## src/rtl/legacy_io_window.sv

```systemverilog
module legacy_io_window #(
  parameter logic [2:0] SN_RST_A  = 3'd0,
  parameter logic [2:0] SN_RST_B  = 3'd1,
  parameter logic [7:0] SN_OFFSET = 8'h94
) (
  input  logic        clk,
  input  logic        rst_n,
  input  logic [15:0] io_base,
  input  logic [15:0] io_addr,
  input  logic        io_rd,
  input  logic        io_wr,
  input  logic [7:0]  io_wdata,
  output logic [7:0]  io_rdata,
  output logic        io_claim,
  input  logic        cfg_sock,
  input  logic [7:0]  cfg_addr,
  input  logic        cfg_we,
  input  logic [31:0] cfg_wdata,
  output logic [31:0] cfg_rdata,
  output logic        cfg_err,
  output logic [1:0]  reg_sel,
  output logic        reg_we,
  output logic [5:0]  reg_offs,
  output logic [7:0]  reg_wdata,
  input  logic [7:0]  reg_rdata_a,
  input  logic [7:0]  reg_rdata_b
);

  logic [1:0][2:0] sn_q;
  logic [1:0][7:0] idx_q;
  logic [1:0]      own;
  logic            pair, data_acc, sn_hit;
  logic [7:0]      cur_idx;

  assign io_claim = (io_rd | io_wr) && (io_addr[15:2] == io_base[15:2]);
  assign pair     = io_addr[1];
  assign data_acc = io_claim & io_addr[0];
  assign cur_idx  = idx_q[pair];
  assign sn_hit   = (cfg_addr == SN_OFFSET);

  for (genvar s = 0; s < 2; s++) begin : g_own
    assign own[s] = data_acc && (sn_q[s][2] == pair) && (sn_q[s][1:0] == cur_idx[7:6]);
  end

  assign reg_sel   = {own[1] & ~own[0], own[0]};
  assign reg_we    = io_wr & (|reg_sel);
  assign reg_offs  = cur_idx[5:0];
  assign reg_wdata = io_wdata;
  assign cfg_err   = sn_q[0][2] ^ sn_q[1][2];
  assign cfg_rdata = sn_hit ? {29'd0, sn_q[cfg_sock]} : 32'd0;

  always_comb begin
    if (!io_claim)       io_rdata = 8'h00;
    else if (!io_addr[0]) io_rdata = cur_idx;
    else if (reg_sel[0]) io_rdata = reg_rdata_a;
    else if (reg_sel[1]) io_rdata = reg_rdata_b;
    else                 io_rdata = 8'hFF;
  end

  always_ff @(posedge clk) begin
    if (!rst_n) begin
      sn_q[0] <= SN_RST_A;
      sn_q[1] <= SN_RST_B;
      idx_q   <= '0;
    end else begin
      if (cfg_we && sn_hit) sn_q[cfg_sock] <= cfg_wdata[2:0];
      if (io_claim && io_wr && !io_addr[0]) idx_q[pair] <= io_wdata;
    end
  end

endmodule


```

## config.mk

```make
export PLATFORM = sky130hd
export DESIGN_NAME = legacy_io_window
export DESIGN_NICKNAME = d
export VERILOG_FILES = /design/src/rtl/legacy_io_window.sv
export SDC_FILE = /design/constraint.sdc
export NUM_CORES = 1
export LEC_CHECK = 0
export BUFFER_PORTS_ARGS = -buffer_cell sky130_fd_sc_hd__buf_2
export CAP_MARGIN = 20
export CORE_MARGIN = 2
export CORE_UTILIZATION = 25
export CTS_CLUSTER_DIAMETER = 120
export CTS_CLUSTER_SIZE = 30
export DETAILED_ROUTE_END_ITERATION = 8
export MAX_ROUTING_LAYER = met4
export PLACE_DENSITY = 0.68
export SYNTH_ARGS = -nofsm -noshare
export SYNTH_HDL_FRONTEND = slang
export SYNTH_SLANG_ARGS = --single-unit
export TNS_END_PERCENT = 20
```

## constraint.sdc

```tcl
create_clock -name clk -period 2.4 [get_ports clk]
set_clock_uncertainty 0.2 [all_clocks]
set_input_delay 0.24 -clock clk [delete_from_list [all_inputs] [get_ports clk]]
set_output_delay 0.24 -clock clk [all_outputs]
set_load 0.02 [all_outputs]
```

==> metrics.csv <==
stage,metric,value,unit
status,status,completed,
worst_hold_path,hold-path-endpoint,sn_q[3]$_SDFFE_PN1P_,
die,start_util,25.8,%
grt,globalRoute.totalOverflow,0,
placed_design,dpl_worst_slack,0.165,ns
synth,synth-seq-area-share,23.5,%
layout,layout-drive-gt1-share,42.3,%
die,design.portCount,161,
placed_design,gp_congestion,0.792,
worst_setup_path,critical_path.cell_chain,inv_1 > o311ai_2 > o31ai_2 > o21bai_2 > buf_4 > o221a_2 > buf_2,
power,ir_drop,0.150,mV
placed_design,io_buffers,100,
worst_setup_path,worst_r2r_startpoint,sn_q[0]$_SDFFE_PN0P_,
clock_network,cts.sink_count,22,
clock_network,worstSkewPairLatency,0.26,ns
clock_network,clock_tree_from_tritoncts,done,
power,power.density_cell_area,371,nW/um2
worst_hold_path,hold_path_class,in2reg,
timing,rsz0062_at_grt,true,
grt,grt_pass1_wl,7.42,mm
power,internal-power,662,uW
power,power.combinational.fraction,21.4,%
drt,met3WireLength,358,um
timing,post-route-period-util,97.0,%
grt,largest_net_degree_at_the_start_of_global_routing,31,
power,power_frac_clock,38.0,%
synth,mappedNetlistArea,1870,um2
drt,vias,1803,
timing,setup_slack,0.0732,ns
worst_setup_path,r2r_setup_slack,1.51,ns
placed_design,detailed_place_hpwl,3.80,mm
grt,grt_use_total,11.3,%
die,floorplan_core_area,7250,um2
worst_hold_path,whs_path_depth,3,
clock_network,numCtsBuffers,3,
worst_setup_path,worst_setup_path_end_kind,primary output,
synth,yosys.cell_types.count,36,
clock_network,cts_buffer_depth,2,
drt,m1WireLength,2.05,mm
synth,post-synth-top-area-cell,dfxtp_1,
synth,yosys.area.top_type_share,23.5,%
timing,setup_viol,0,
layout,count_of_filler_cells_inserted_in_the_layout,757,
clock_network,root_buffer_cell,clkbuf_8,
worst_setup_path,critPathBufInv,3,
worst_setup_path,reg2reg_depth,2,
grt,grt_antenna_before_repair,0,
worst_hold_path,hold_start,cfg_wdata[0],
power,swShare,26.3,%
die,fp.dieH,90.6,um
synth,post_synth_inst_count,227,
placed_design,placed_cells,413,
drt,drt_first_pass_iters,4,
drt,met2WireLength,2.19,mm
drt,highest_layer,met4,
clock_network,cts.reportedPaths.clkPinSlew,0.08,ns
die,die_x,90.6,um
worst_setup_path,timing.critical_path.arrival,1.89,ns
worst_setup_path,crit_path_start_kind,flip-flop,
worst_setup_path,crit_type,reg2out,
layout,n_antenna_cell,0,
worst_setup_path,critical_path.reg2reg.endpoint,sn_q[0]$_SDFFE_PN0P_,
timing,fin_setup_tns,0,ns
synth,post_synth_main_area_contributors,"dfxtp_1, buf_4, mux2i_1, xor2_1, nand2_1",
drt,wl_per_cell,11.1,um
clock_network,ctsHtreeMaxLevel,1,
timing,maxClockFrequency,430,MHz
worst_setup_path,worstPathRequired,1.96,ns
drt,antenna_left,0,
worst_setup_path,critical_path.max_fanout,8,
clock_network,cts_hold_bufs,0,
drt,dr.first_iter.drc_count,69,
synth,syn_area_per_cell,8.26,um2
job,max-cap-violations,0,
worst_setup_path,critical_path.slowest_cell,dfxtp_2,
worst_setup_path,worst_path_dominant_cell_family,compound AO/OA/AOI/OAI gates,
timing,timing_hold_violations_final,0,
power,p_switching,237,uW
synth,yosysWarnings,0,
drt,routed_wl,4.65,mm
power,leakage,1.28,nW
layout,finish.cell_count_without_fillers,418,
layout,finalCoreUtilization,33.4,%
die,std_cell_rows,31,
timing,timing.final.max_slew_violations,0,
layout,areaGrowthSynthToFinish,29.2,%
layout,net_count_reported_at_finish,422,
timing,whs,0.0151,ns
worst_setup_path,crit_path_max_incr_delay,0.38,ns
timing,finalCriticalPeriod,2.33,ns
drt,vias_per_cell,4.31,
synth,synth-seq-cells,22,
power,pwr-share-seq,40.6,%
die,floorplan.die_area,8210,um2
grt,vias_in_the_first_global_route,1611,
drt,drt_drc_violations_left,0,
final cells by class:
| cell class | instances | area (um2) | share of cell area, % |
|---|---|---|---|
| inverters | 4 | 15.0 | 0.620 |
| clock buffers | 3 | 41.3 | 1.71 |
| multi-input cells | 183 | 1220 | 50.4 |
| repair buffers | 106 | 546 | 22.5 |
| flip-flops and latches | 22 | 444 | 18.3 |
| well taps | 99 | 124 | 5.12 |
| clock inverters | 1 | 30.0 | 1.24 |
power groups by stage:
stage | Sequential (mW) | Clock (mW) | Combinational (mW)
after CTS | 0.365 | 0.351 | 0.194
after detailed placement | 0.373 | 0 | 0.191
final | 0.365 | 0.342 | 0.193
after floorplan | 0.373 | 0 | 0.154
after global placement | 0.373 | 0 | 0.188
after global routing | 0.365 | 0.363 | 0.212
how the worst max path moves through the flow:
| stage | cells past startpoint | to | slack, ns | from |
|---|---|---|---|---|
| detailed placement | 7 | io_rdata[0] | 0.17 | io_addr[1] |
| finish | 7 | io_rdata[7] | 0.07 | idx_q[7]$_SDFFE_PN0P_ |
| global route | 7 | io_rdata[1] | -0.03 | idx_q[7]$_SDFFE_PN0P_ |
| global placement | 7 | io_rdata[4] | 0.16 | io_addr[1] |
| floorplan | 5 | reg_sel[1] | 0.24 | io_base[12] |
| CTS | 7 | io_rdata[4] | 0.001 | idx_q[7]$_SDFFE_PN0P_ |
cell families after synthesis:
group,after synthesis,share of synthesized area (%)
XOR/XNOR,17,7.94
multiplexers,34,18.6
flip-flops,22,23.5
buffers and inverters,50,18.0
AO/OA/AOI/OAI,27,12.2
other,1,0.200
AND/OR/NAND/NOR,76,19.6
stage by stage:
| stage | total power, mW | cell area (um2) |
|---|---|---|
| 5_1_grt | 0.940 | 2420 |
| 4_1_cts | 0.910 | 2410 |
| 6_report | 0.899 | 2420 |
| 2_1_floorplan | 0.527 | 1980 |
| 3_3_place_gp | 0.561 | 2320 |
| 3_5_place_dp | 0.564 | 2320 |
sequential cells by signal (all words and copies together), names as in the netlist:
| register | count |
|---|---|
| idx_q | 16 |
| sn_q | 6 |
cell usage in the layout (no fill, tap or decap), drive strengths merged, types with 3 or more instances in the layout:
cell type | Yosys | final
buf | 41 | 106
nand4 | 3 | 3
nor4 | 4 | 4
o221a | 7 | 7
a21o | 6 | 6
mux2i | 27 | 27
a21oi | 5 | 5
xor2 | 17 | 17
clkbuf | 5 | 3
mux2 | 7 | 7
nor2 | 21 | 21
inv | 3 | 3
nor2b | 5 | 5
nand2 | 33 | 33
conb | 1 | 29
dfxtp | 22 | 22
repair_timing:
item | in CTS | in global routing
pin swaps | 0 | 2
setup endpoints to repair | 8 | 8
cloned | 0 | 0
hold endpoints to repair | 0 | 0
gates resized for setup | 3 | 5
setup buffers | 1 | 0
Yosys cell counts:
cell      number
clkbuf_1       5
nand2_1       33
clkinv_1       1
conb_1         1
dfxtp_1       22
nand2b_1       1
o22a_1         1
buf_4         39
o2111a_1       1
o21bai_2       1
o22ai_1        1
or2_2          1
a21oi_1        5
nor4b_2        1
a221oi_1       1
nor2_1        21
nand4b_1       1
o31ai_1        1
nor4_1         4
o221a_2        7
nor4bb_1       1
nand4_1        2
nand3_1        2
o21bai_1       1
mux2i_1       27
a21o_1         6
o311ai_0       1
nor4b_1        1
mux2_2         7
nor2b_1        5
buf_2          2
xor2_1        17
nand4_4        1
nor3_1         2
inv_1          3
o31a_1         1
worst reg2reg max path: stages, from the launching register on:
cell and delay, ns:
dfxtp_1 0.42, mux2i_1 0.11, nor2b_1 0.10
layer usage:
layer / GRT usage [%] / up-vias
li1: - / 901
met1: 13.7 / 802
met2: 18.7 / 96
met3: 1.34 / 4
met4: 5.26 / 0
met5: - / -
Power figures use the tool's default switching activity.
